File: src/rtl/bfc_pkg.sv
// Package: shared widths, line-control field positions and the decoded
// frame record used by the bit-rate/frame configuration block.
package bfc_pkg;
    localparam int LCR_W       = 8;
    localparam int LEN_LSB     = 0;   // two-bit data-length field
    localparam int STOP_POS    = 2;
    localparam int EVEN_POS    = 3;
    localparam int PAR_POS     = 5;
    localparam int IR_POS      = 6;
    localparam int MIN_DATA    = 5;
    localparam int FIELD_W     = 4;

    typedef struct packed {
        logic [FIELD_W-1:0] data_bits;
        logic               parity_en;
        logic               parity_even;
        logic               stop_two;
        logic               ir_mode;
        logic [FIELD_W-1:0] frame_bits;
    } frame_cfg_t;
endpackage

File: src/rtl/bfc_cfg_regs.sv
// Configuration store: holds the line-control word, the integer divisor and
// the fractional divisor. It flags a restart in any cycle that writes one of
// them. Assumes write strobes are single-cycle and synchronous to clk.
module bfc_cfg_regs #(
    parameter int LCR_W  = 8,
    parameter int DIV_W  = 16,
    parameter int FRAC_W = 3
) (
    input  logic              clk,
    input  logic              rst_n,
    input  logic              lcr_wr,
    input  logic [LCR_W-1:0]  lcr_wdata,
    input  logic              div_wr,
    input  logic [DIV_W-1:0]  div_wdata,
    input  logic              frac_wr,
    input  logic [FRAC_W-1:0] frac_wdata,
    output logic [LCR_W-1:0]  lcr_q,
    output logic [DIV_W-1:0]  div_q,
    output logic [FRAC_W-1:0] frac_q,
    output logic              restart
);
    // Any configuration write restarts the tick counters.
    always_comb restart = lcr_wr | div_wr | frac_wr;

    // Register the three words; all reset to zero.
    always_ff @(posedge clk) begin
        if (!rst_n) begin
            lcr_q  <= '0;
            div_q  <= '0;
            frac_q <= '0;
        end else begin
            if (lcr_wr)  lcr_q  <= lcr_wdata;
            if (div_wr)  div_q  <= div_wdata;
            if (frac_wr) frac_q <= frac_wdata;
        end
    end
endmodule

File: src/rtl/bfc_tick_gen.sv
// Tick generator: splits a bit period of OS_RATE*(div+1)+frac clocks into
// OS_RATE oversample intervals. The first frac intervals are one clock
// longer. It pulses os_tick at the end of each interval and bit_tick at the
// end of the last one. Assumes FRAC_W <= log2(OS_RATE) and a divisor of zero
// means "halted".
module bfc_tick_gen #(
    parameter int DIV_W   = 16,
    parameter int FRAC_W  = 3,
    parameter int OS_RATE = 16
) (
    input  logic              clk,
    input  logic              rst_n,
    input  logic              restart,
    input  logic [DIV_W-1:0]  div_q,
    input  logic [FRAC_W-1:0] frac_q,
    output logic              os_tick,
    output logic              bit_tick
);
    localparam int IDX_W = $clog2(OS_RATE);
    localparam int CNT_W = DIV_W + 1;
    localparam logic [IDX_W-1:0] LAST_IDX = IDX_W'(OS_RATE - 1);

    logic [CNT_W-1:0] sub_cnt;
    logic [IDX_W-1:0] os_idx;
    logic             halt;
    logic             long_slot;
    logic [CNT_W-1:0] last_cnt;

    // A zero divisor leaves the rate unprogrammed.
    always_comb halt = (div_q == '0);

    // Early intervals absorb the fractional clocks, one each.
    always_comb long_slot = ({1'b0, os_idx} < (IDX_W+1)'(frac_q));

    // Terminal count of the current interval (length minus one).
    always_comb last_cnt = CNT_W'(div_q) + CNT_W'(long_slot);

    // Count clocks within an interval and intervals within a bit.
    always_ff @(posedge clk) begin
        if (!rst_n || restart || halt) begin
            sub_cnt  <= '0;
            os_idx   <= '0;
            os_tick  <= 1'b0;
            bit_tick <= 1'b0;
        end else if (sub_cnt == last_cnt) begin
            sub_cnt  <= '0;
            os_idx   <= (os_idx == LAST_IDX) ? '0 : os_idx + 1'b1;
            os_tick  <= 1'b1;
            bit_tick <= (os_idx == LAST_IDX);
        end else begin
            sub_cnt  <= sub_cnt + 1'b1;
            os_tick  <= 1'b0;
            bit_tick <= 1'b0;
        end
    end
endmodule

File: src/rtl/bfc_frame_decode.sv
// Frame decoder: derives data length, parity mode, stop count, infrared
// select and total frame length from the line-control word. Purely
// combinational; assumes the word is already registered.
module bfc_frame_decode
    import bfc_pkg::*;
#(
    parameter int LCR_W = bfc_pkg::LCR_W
) (
    input  logic [LCR_W-1:0] lcr_q,
    output frame_cfg_t       cfg
);
    logic [FIELD_W-1:0] stop_cnt;

    // Decode each field and sum the frame length.
    always_comb begin
        cfg.data_bits   = FIELD_W'(lcr_q[LEN_LSB +: 2]) + FIELD_W'(MIN_DATA);
        cfg.stop_two    = lcr_q[STOP_POS];
        cfg.parity_en   = lcr_q[PAR_POS];
        cfg.parity_even = lcr_q[PAR_POS] & lcr_q[EVEN_POS];
        cfg.ir_mode     = lcr_q[IR_POS];
        stop_cnt        = cfg.stop_two ? FIELD_W'(2) : FIELD_W'(1);
        cfg.frame_bits  = FIELD_W'(1) + cfg.data_bits
                        + FIELD_W'(cfg.parity_en) + stop_cnt;
    end
endmodule

File: src/rtl/uart_baud_frame_cfg.sv
// Top: UART bit-rate and frame configuration. It stores the line-control,
// divisor and fraction words, generates the oversample and bit ticks, and
// exposes the decoded frame parameters. Assumes a free-running reference
// clock and a synchronous active-low reset.
module uart_baud_frame_cfg
    import bfc_pkg::*;
#(
    parameter int DIV_W   = 16,
    parameter int FRAC_W  = 3,
    parameter int OS_RATE = 16
) (
    input  logic              clk,
    input  logic              rst_n,
    input  logic              lcr_wr,
    input  logic [7:0]        lcr_wdata,
    input  logic              div_wr,
    input  logic [DIV_W-1:0]  div_wdata,
    input  logic              frac_wr,
    input  logic [FRAC_W-1:0] frac_wdata,
    output logic              os_tick,
    output logic              bit_tick,
    output logic [3:0]        data_bits,
    output logic              parity_en,
    output logic              parity_even,
    output logic              stop_two,
    output logic              ir_mode,
    output logic [3:0]        frame_bits
);
    logic [LCR_W-1:0]  lcr_q;
    logic [DIV_W-1:0]  div_q;
    logic [FRAC_W-1:0] frac_q;
    logic              restart;
    frame_cfg_t        cfg;

    bfc_cfg_regs #(.LCR_W(LCR_W), .DIV_W(DIV_W), .FRAC_W(FRAC_W)) u_regs (
        .clk(clk), .rst_n(rst_n),
        .lcr_wr(lcr_wr), .lcr_wdata(lcr_wdata),
        .div_wr(div_wr), .div_wdata(div_wdata),
        .frac_wr(frac_wr), .frac_wdata(frac_wdata),
        .lcr_q(lcr_q), .div_q(div_q), .frac_q(frac_q),
        .restart(restart)
    );

    bfc_tick_gen #(.DIV_W(DIV_W), .FRAC_W(FRAC_W), .OS_RATE(OS_RATE)) u_tick (
        .clk(clk), .rst_n(rst_n), .restart(restart),
        .div_q(div_q), .frac_q(frac_q),
        .os_tick(os_tick), .bit_tick(bit_tick)
    );

    bfc_frame_decode #(.LCR_W(LCR_W)) u_dec (
        .lcr_q(lcr_q), .cfg(cfg)
    );

    // Drive the decoded record onto the individual output ports.
    always_comb begin
        data_bits   = cfg.data_bits;
        parity_en   = cfg.parity_en;
        parity_even = cfg.parity_even;
        stop_two    = cfg.stop_two;
        ir_mode     = cfg.ir_mode;
        frame_bits  = cfg.frame_bits;
    end
endmodule

File: config.mk
export PLATFORM = sky130hd
export DESIGN_NAME = uart_baud_frame_cfg
export DESIGN_NICKNAME = d
export VERILOG_FILES = /design/src/rtl/bfc_pkg.sv /design/src/rtl/bfc_cfg_regs.sv /design/src/rtl/bfc_tick_gen.sv /design/src/rtl/bfc_frame_decode.sv /design/src/rtl/uart_baud_frame_cfg.sv
export SDC_FILE = /design/constraint.sdc
export NUM_CORES = 1
export LEC_CHECK = 0
export BUFFER_PORTS_ARGS = -buffer_cell sky130_fd_sc_hd__clkbuf_2
export CORE_MARGIN = 1.5
export CORE_UTILIZATION = 58
export CTS_BUF_LIST = sky130_fd_sc_hd__clkbuf_8
export CTS_CLUSTER_DIAMETER = 80
export DETAILED_ROUTE_END_ITERATION = 10
export GPL_TIMING_DRIVEN = 1
export PLACE_DENSITY_LB_ADDON = 0.15
export SETUP_SLACK_MARGIN = 0.02
export SYNTH_ARGS = -nofsm -noshare
export SYNTH_HDL_FRONTEND = slang
export SYNTH_SLANG_ARGS = --single-unit
File: constraint.sdc
create_clock -name clk -period 4.4 [get_ports clk]
set_input_delay 0.88 -clock clk [delete_from_list [all_inputs] [get_ports clk]]
set_output_delay 0.88 -clock clk [all_outputs]
set_load 0.02 [all_outputs]
==> insert_results.sql, run 1 <==
INSERT INTO impl_metrics (metric_group, metric, value, unit) VALUES
('outcome', 'run_status', 'finished, final reports clean', ''),
('floorplanning', 'io_pins', '46', ''),
('layout', 'final_area', '0.00313', 'sq mm'),
('logic_synthesis', 'synth_seq_cells', '48', ''),
('floorplanning', 'die-height', '72.6', 'um'),
('logic_synthesis', 'synth_area_leader_cell', 'sky130_fd_sc_hd__dfxtp_1', ''),
('logic_synthesis', 'mappedNetlistNets', '358', ''),
('logic_synthesis', 'most_frequently_used_cell_type_in_the_post_synthesis_netlist', 'sky130_fd_sc_hd__dfxtp_1', ''),
('clock_tree', 'cts_inserted_buffers', '5', ''),
('clock_tree', 'insertion_delay', '0.30', 'ns'),
('logic_synthesis', 'synth_sequential_area_ratio', '34.2', '%'),
('worst_setup_path', 'worstPathArrival', '3.82', 'ns'),
('worst_setup_path', 'crit_path_max_incr_delay', '0.60', 'ns'),
('pwr', 'power_share_of_the_sequential_group', '51.4', '%'),
('layout', 'drive_gt1_share', '16.9', '%'),
('clock_tree', 'cts_sinks', '48', ''),
('worst_setup_path', 'cp.buffers_inverters', '0', ''),
('floorplanning', 'die_area', '0.00527', 'sq mm'),
('logic_synthesis', 'synth-warning-count', '0', ''),
('sta', 'max_clock_freq', '0.274', 'GHz'),
('logic_synthesis', 'syn-instance-count', '312', ''),
('sta', 'timing_worst_slew_pin_value', '0.620', 'ns'),
('logic_synthesis', 'async_flop_share', '0', '%'),
('sta', 'timing_hold_violations_final', '0', ''),
('clock_tree', 'clk_root_buffer_cell', 'sky130_fd_sc_hd__clkbuf_8', ''),
('pwr', 'clock_power_share', '33.2', '%'),
('floorplanning', 'count_of_standard_cell_rows', '25', ''),
('sta', 'rsz_0062_raised_after_global_routing', 'false', ''),
('route', 'routed-via-count', '2255', ''),
('worst_setup_path', 'cp-end-kind', 'flop', ''),
('clock_tree', 'cts.clk_slew.worst_paths', '0.08', 'ns'),
('route', 'first_pass_iters', '4', ''),
('logic_synthesis', 'post_synth_most_frequent_cells', '48 x sky130_fd_sc_hd__dfxtp_1, 29 x sky130_fd_sc_hd__nor2b_1, 25 x sky130_fd_sc_hd__mux2i_1, 25 x sky130_fd_sc_hd__nor2_1, 21 x sky130_fd_sc_hd__xor2_1', ''),
('sta', 'fin_tns_setup', '0', 'ns'),
('logic_synthesis', 'syn_avg_cell_area', '9.01', 'sq um'),
('layout', 'nFillCells', '419', ''),
('pwr', 'p_per_area', '292', 'mW/mm^2'),
('hold_path', 'min-delay-path-class', 'reg2reg', ''),
('clock_tree', 'postCtsSetupBuffers', '0', ''),
('route', 'detail_route.iter0.violations', '87', ''),
('sta', 'timing.clock.skew', '0.00771', 'ns'),
('worst_setup_path', 'setup.worst_path.class', 'reg2reg', ''),
('clock_tree', 'postCtsHoldBufs', '0', ''),
('sta', 'final-setup-viol-count', '0', ''),
('logic_synthesis', 'synth.lib_cells_used.distinct', '50', ''),
('clock_tree', 'post_cts_resized', '0', ''),
('placed_design', 'placedCellCount', '396', ''),
('worst_setup_path', 'critical-path-top-delay-family', 'compound AO/OA/AOI/OAI gates', ''),
('clock_tree', 'cts.htree.levels', '2', ''),
('logic_synthesis', 'netlist_area', '0.00281', 'sq mm'),
('route', 'routed_wire_per_std_cell', '13.6', 'um'),
('grt', 'grt_pass1_vias', '2118', ''),
('sta', 'final.min_clock_period', '3.65', 'ns'),
('logic_synthesis', 'synth_area_leaders', 'sky130_fd_sc_hd__dfxtp_1 34%, sky130_fd_sc_hd__mux2i_1 8.9%, sky130_fd_sc_hd__xor2_1 6.5%', ''),
('worst_setup_path', 'cp_slowest_cell', 'sky130_fd_sc_hd__or4_4', ''),
('logic_synthesis', 'synth-main-ff-cell', 'sky130_fd_sc_hd__dfxtp_1', ''),
('pwr', 'power_internal', '680', 'uW'),
('sta', 'slew_violations', '0', ''),
('floorplanning', 'coreArea', '0.00469', 'sq mm'),
('pwr', 'p_switching', '234', 'uW'),
('route', 'routed_via_density', '5.58', ''),
('worst_setup_path', 'path_cells', 'ha_1 > a21o_1 > a211oi_1 > ha_1 > ha_1 > nand4_1 > nor3_2 > a31o_2 > o2111ai_1 > or4_4 > o21ai_4 > nor2_1', ''),
('floorplanning', 'dieWidth', '72.6', 'um'),
('clock_tree', 'tritoncts_clock_tree', 'built', ''),
('pwr', 'pwr-share-comb', '15.5', '%'),
('pwr', 'irDropWorstVdd', '0.224', 'mV'),
('worst_setup_path', 'critical_path.most_common_cell', 'sky130_fd_sc_hd__ha_1', ''),
('logic_synthesis', 'synth_enable_flop_cells', '0', ''),
('floorplanning', 'initial_utilization', '59.9', '%'),
('route', 'route.detailed.drc', '0', ''),
('logic_synthesis', 'yosysTopAreaCellShare', '34.2', '%');
==> cell type report <==
type	instances	area [sq um]	share of cell area [%]
clock inverters	3	38.8	1.24
multi-input cells	237	1730	55.2
inverters	14	52.6	1.68
well taps	54	67.6	2.16
flip-flops and latches	48	961	30.7
clock buffers	5	68.8	2.20
repair buffers	43	215	6.87
==> placed cells by master, fill, tap and decap left out, drive strengths merged, types with 2 or more instances in the layout <==
cell type and count:
a211oi 4, a21o 2, a21oi 6, a31o 2, and2 3, and3 7, clkbuf 48, dfxtp 48
fa 2, ha 12, inv 15, mux2i 25, nand2 16, nand2b 3, nand3 13, nand4 9
nand4b 3, nor2 25, nor2b 29, nor3 5, nor4 9, o21ai 7, or3 2, or4 2
xnor2 16, xor2 21
==> final timing paths <==
| kind | start | end | slack [ns] | cells past startpoint |
|---|---|---|---|---|
| worst max-delay path | u_tick.os_idx[1] | u_tick.sub_cnt[2] | 0.75 | 12 |
| worst min-delay path | u_regs.lcr_q[3] | u_regs.lcr_q[3] | 0.52 | 2 |
| worst min register to register | u_regs.lcr_q[3] | u_regs.lcr_q[3] | 0.52 | 2 |
| worst max register to register | u_tick.os_idx[1] | u_tick.sub_cnt[2] | 0.75 | 12 |
==> metal layers <==
layer / GRT usage (%) / wire (um) / up-vias
met2: 38.9 / 2730 / 39
met4: 7.97 / 66 / 0
met5: 0 / 0 / -
met3: 4.70 / 215 / 5
li1: - / - / 1155
met1: 28.0 / 2490 / 1056
==> metrics by stage <==
step           hold WS [ns]  setup slack [ns]  utilization (%)
2_1_floorplan         0.463              1.16                -
3_3_place_gp          0.490             0.871             64.5
3_5_place_dp          0.502             0.747             64.5
4_1_cts               0.525             0.726             66.8
5_1_grt               0.550             0.476             66.8
6_report              0.518             0.753             66.8
==> tightest hold or removal path, delay by kind of cell (launching register included) <==
family           cells  cell delay (ns)
multiplexers         1             0.06
AND/OR/NAND/NOR      1             0.09
flip-flops           1             0.33
==> flip-flops by register name, indices dropped and copies added (netlist names) <==
register         count
u_tick.sub_cnt      17
u_regs.lcr_q         6
u_tick.os_idx        4
u_regs.frac_q        3
u_tick.bit_tick      1
u_regs.div_q        16
u_tick.os_tick       1
==> power groups by stage <==
| stage | registers [mW] | clock network [mW] | logic [mW] |
|---|---|---|---|
| finish | 0.469 | 0.303 | 0.141 |
| global route | 0.472 | 0.330 | 0.159 |
| CTS | 0.469 | 0.312 | 0.143 |
| detailed placement | 0.479 | 0 | 0.143 |
| global placement | 0.479 | 0 | 0.139 |
| floorplan | 0.470 | 0 | 0.110 |
==> cell families (layout without fill, tap and decap cells) <==
| kind of cell | count (synthesis) | in the layout | share of synthesized area [%] |
|---|---|---|---|
| mux | 25 | 25 | 8.90 |
| flops | 48 | 48 | 34.2 |
| buf+inv | 27 | 65 | 4.32 |
| simple gates | 131 | 131 | 26.7 |
| fa+ha+maj | 14 | 14 | 6.76 |
| xor+xnor | 37 | 37 | 11.5 |
| compound gates | 30 | 30 | 7.66 |
No activity file was read; power rests on OpenSTA's default activity.
==> run 2, diff against run 1 <==
--- a/config.mk
+++ b/config.mk
@@ -5,9 +5,10 @@
 export SDC_FILE = /design/constraint.sdc
 export NUM_CORES = 1
 export LEC_CHECK = 0
+export ABC_AREA = 1
 export BUFFER_PORTS_ARGS = -buffer_cell sky130_fd_sc_hd__clkbuf_2
 export CORE_MARGIN = 1.5
-export CORE_UTILIZATION = 58
+export CORE_UTILIZATION = 53
 export CTS_BUF_LIST = sky130_fd_sc_hd__clkbuf_8
 export CTS_CLUSTER_DIAMETER = 80
 export DETAILED_ROUTE_END_ITERATION = 10
==> constraint.sdc (replaced) <==
create_clock -name clk -period 2.95 [get_ports clk]
set_input_delay 0.59 -clock clk [delete_from_list [all_inputs] [get_ports clk]]
set_output_delay 0.59 -clock clk [all_outputs]
set_load 0.02 [all_outputs]
==> run 2 against run 1 <==
Compared with the run above: first-iteration DRC count rose by 110%; die area up 16%; synthesized cell count increased by 43%; via count is 29% higher; register-to-register slack got worse by 0.63 ns; critical path type unchanged; routed wire length is 26% higher; core utilization decreased by 1.5 points; fmax grew 29%.
==> insert_results.sql, run 2 <==
INSERT INTO impl_metrics (metric_group, metric, value, unit) VALUES
('logic_synthesis', 'syn-instance-count', '446', ''),
('outcome', 'run_status', 'finished, final reports clean', ''),
('pwr', 'irDropWorstVdd', '0.352', 'mV'),
('worst_setup_path', 'cp-end-kind', 'flop', ''),
('layout', 'regMostFlops', 'u_tick.sub_cnt', ''),
('logic_synthesis', 'synth-warning-count', '0', ''),
('pwr', 'p_per_area', '391', 'mW/mm^2'),
('grt', 'grt_util_all_layers', '23.5', '%'),
('clock_tree', 'postCtsHoldBufs', '0', ''),
('sta', 'final.min_clock_period', '2.82', 'ns'),
('logic_synthesis', 'post_synth_most_frequent_cells', '100 x sky130_fd_sc_hd__nand2_1, 68 x sky130_fd_sc_hd__inv_1, 52 x sky130_fd_sc_hd__nor2_1, 48 x sky130_fd_sc_hd__dfxtp_1, 39 x sky130_fd_sc_hd__nand3_1', ''),
('clock_tree', 'clk_root_buffer_cell', 'sky130_fd_sc_hd__clkbuf_8', ''),
('clock_tree', 'tritoncts_clock_tree', 'built', ''),
('worst_setup_path', 'timing.critical_path.from_type', 'flop', ''),
('logic_synthesis', 'synth_seq_cells', '48', ''),
('placed_design', 'port_buffers', '43', ''),
('logic_synthesis', 'async_flop_share', '0', '%'),
('logic_synthesis', 'mappedNetlistNets', '492', ''),
('logic_synthesis', 'yosysTopAreaCellShare', '32.2', '%'),
('floorplanning', 'io_pins', '46', ''),
('floorplanning', 'coreArea', '0.00547', 'sq mm'),
('floorplanning', 'dieWidth', '78.1', 'um'),
('floorplanning', 'initial_utilization', '54.6', '%'),
('grt', 'grt_max_degree', '29', ''),
('logic_synthesis', 'synth_area_leaders', 'sky130_fd_sc_hd__dfxtp_1 32%, sky130_fd_sc_hd__nand2_1 13%, sky130_fd_sc_hd__inv_1 8.5%', ''),
('sta', 'maxSlewHeadroom', '50.2', '%'),
('layout', 'mostFrequentLayoutCell', 'sky130_fd_sc_hd__nand2_1', ''),
('layout', 'number_of_diodes', '0', ''),
('clock_tree', 'cts.htree.levels', '2', ''),
('route', 'routed-via-count', '2917', ''),
('clock_tree', 'clockBufferDepth', '2', ''),
('sta', 'slack_of_the_critical_path', '0.128', 'ns'),
('clock_tree', 'cts_sinks', '48', ''),
('sta', 'timing.clock.skew', '0.00909', 'ns'),
('worst_setup_path', 'worst_setup_path_startpoint', 'u_regs.frac_q[1]', ''),
('placed_design', 'dp_hpwl', '5410', 'um'),
('logic_synthesis', 'synth.lib_cells_used.distinct', '30', ''),
('grt', 'grt_first_pass_wirelength', '11400', 'um'),
('layout', 'numnets_final', '551', ''),
('floorplanning', 'die-height', '78.1', 'um'),
('grt', 'antenna_found_initial', '0', ''),
('sta', 'slew_violations', '0', ''),
('job', 'max_cap_viol_count', '0', ''),
('worst_setup_path', 'worstPathArrival', '3.03', 'ns'),
('route', 'routed_via_density', '5.05', ''),
('logic_synthesis', 'synth-main-ff-cell', 'sky130_fd_sc_hd__dfxtp_1', ''),
('route', 'detail_route.iter0.violations', '183', ''),
('layout', 'end_of_flow_core_utilization', '65.2', '%'),
('logic_synthesis', 'synth_sequential_area_ratio', '32.2', '%'),
('grt', 'grt_pass1_vias', '2645', ''),
('placed_design', 'post-place-ws', '-0.0632', 'ns'),
('sta', 'max_clock_freq', '0.354', 'GHz'),
('layout', 'layout.area.seq', '963', 'sq um'),
('layout', 'synthToLayoutAreaGrowth', '19.5', '%'),
('hold_path', 'worst_hold_startpoint', 'u_regs.frac_q[2]', ''),
('pwr', 'total_power', '1.40', 'mW'),
('layout', 'drive_gt1_share', '21.5', '%'),
('sta', 'rsz_0062_raised_after_global_routing', 'true', ''),
('hold_path', 'min-delay-path-class', 'reg2reg', ''),
('route', 'route.detailed.drc', '0', ''),
('layout', 'nFillCells', '515', ''),
('grt', 'global_route.overflow_total', '0', ''),
('floorplanning', 'die_area', '0.00610', 'sq mm'),
('worst_setup_path', 'rr_startpoint', 'u_regs.frac_q[1]', ''),
('route', 'antenna_left', '0', ''),
('layout', 'multi_input_area', '0.00183', 'sq mm'),
('clock_tree', 'cts_inserted_buffers', '5', ''),
('logic_synthesis', 'most_frequently_used_cell_type_in_the_post_synthesis_netlist', 'sky130_fd_sc_hd__nand2_1', ''),
('logic_synthesis', 'netlist_area', '0.00299', 'sq mm'),
('route', 'routed_wire_per_std_cell', '12.0', 'um'),
('clock_tree', 'insertion_delay', '0.31', 'ns'),
('logic_synthesis', 'synth_area_leader_cell', 'sky130_fd_sc_hd__dfxtp_1', ''),
('sta', 'fin_crit_sh', '95.7', '%'),
('layout', 'biggestRegsByFlops', 'u_tick.sub_cnt x17, u_regs.div_q x16, u_regs.lcr_q x6', ''),
('pwr', 'leakagePower', '1.65', 'nW'),
('logic_synthesis', 'syn_avg_cell_area', '6.70', 'sq um'),
('logic_synthesis', 'synth_enable_flop_cells', '0', ''),
('worst_setup_path', 'worst_ep_required_time', '3.16', 'ns'),
('sta', 'timing_hold_violations_final', '0', ''),
('route', 'first_pass_iters', '5', ''),
('worst_setup_path', 'setup.worst_path.class', 'reg2reg', ''),
('layout', 'max_ffs_per_register', '17', ''),
('sta', 'timing_worst_slew_pin_value', '0.742', 'ns'),
('layout', 'mostFrequentLayoutCells', '97 x sky130_fd_sc_hd__nand2_1, 67 x sky130_fd_sc_hd__inv_1, 51 x sky130_fd_sc_hd__nor2_1', ''),
('placed_design', 'final_weighted_congestion_in_routability_driven_placement', '0.918', ''),
('sta', 'final-setup-viol-count', '0', ''),
('floorplanning', 'count_of_standard_cell_rows', '27', ''),
('route', 'routed_wirelength', '6960', 'um'),
('worst_setup_path', 'crit_fanout', '6', ''),
('clock_tree', 'cts.clk_slew.worst_paths', '0.09', 'ns');
run 2: cell count changes after synthesis, moves of 14 or more:
cell / previous run / this run
sky130_fd_sc_hd__nor2b_1: 29 / 0
sky130_fd_sc_hd__inv_1: 14 / 68
sky130_fd_sc_hd__mux2i_1: 25 / 0
sky130_fd_sc_hd__o21ai_0: 5 / 27
sky130_fd_sc_hd__nor2_1: 25 / 52
sky130_fd_sc_hd__nand3_1: 11 / 39
sky130_fd_sc_hd__nor2_2: 0 / 14
sky130_fd_sc_hd__nand2_1: 16 / 100
run 2: power by group:
part           internal [mW]  switching, mW
logic                  0.108          0.168
registers              0.672         0.0274
clock network          0.192          0.229
total                  0.973          0.424
run 2: cells by family after synthesis:
family	count (synthesis)	synth area share (%)
simple gates	235	36.2
buf+inv	77	10.2
compound gates	52	9.21
flops	48	32.2
xor+xnor	20	5.86
fa+ha+maj	14	6.37
run 2: worst paths after layout:
check	cells after the start	slack, ns	end
worst min-delay path	2	0.48	u_regs.frac_q[2]
worst max-delay path	19	0.13	u_tick.os_idx[1]
worst min register to register	2	0.48	u_regs.frac_q[2]
worst max register to register	19	0.13	u_tick.os_idx[1]
run 2: worst max-delay path, cell delays in order (launching register included):
cell                       delay (ns)
sky130_fd_sc_hd__dfxtp_2         0.33
sky130_fd_sc_hd__inv_2           0.06
sky130_fd_sc_hd__ha_4            0.19
sky130_fd_sc_hd__a21o_1          0.16
sky130_fd_sc_hd__a211oi_2        0.22
sky130_fd_sc_hd__buf_4           0.16
sky130_fd_sc_hd__ha_4            0.15
sky130_fd_sc_hd__ha_4            0.15
sky130_fd_sc_hd__nand2_4         0.06
sky130_fd_sc_hd__nor2_4          0.16
sky130_fd_sc_hd__nand2_2         0.11
sky130_fd_sc_hd__nand2_2         0.10
sky130_fd_sc_hd__nand3_2         0.05
sky130_fd_sc_hd__nor2_1          0.12
sky130_fd_sc_hd__nand3_1         0.14
sky130_fd_sc_hd__nor2_4          0.16
sky130_fd_sc_hd__nand3_4         0.11
sky130_fd_sc_hd__buf_6           0.15
sky130_fd_sc_hd__nand3_2         0.06
sky130_fd_sc_hd__nand2_1         0.06
run 2: area by class of cell:
| class | instances | share of cell area (%) |
|---|---|---|
| clock inverters | 2 | 0.385 |
| inverters | 72 | 7.57 |
| well taps | 72 | 2.52 |
| clock buffers | 6 | 2.31 |
| repair buffers | 57 | 9.08 |
| multi-input cells | 321 | 51.2 |
| flip-flops and latches | 48 | 27.0 |
run 2: through the flow:
step / std cells / hold slack, ns / setup TNS [ns] / instance area, sq um
2_1_floorplan: 446 / 0.440 / 0 / 2990
3_3_place_gp: 569 / 0.454 / -0.00620 / 3360
3_5_place_dp: 569 / 0.466 / -0.797 / 3360
4_1_cts: 577 / 0.483 / 0 / 3490
5_1_grt: 578 / 0.503 / -0.0852 / 3570
6_report: 578 / 0.482 / 0 / 3570
run 2: layer usage:
metal | GRT usage [%] | vias up | wire (um)
met5 | 0 | - | 0
met3 | 4.19 | 11 | 257
met1 | 29.2 | 1316 | 3190
met2 | 41.7 | 60 | 3390
li1 | - | 1530 | -
met4 | 6.79 | 0 | 117
run 2: timing repair:
action | CTS | global route
setup buffers | 0 | 1
resized for setup | 8 | 16
pin swaps | 2 | 16
endpoints found under the hold margin | 0 | 0
setup endpoints to repair | 23 | 23
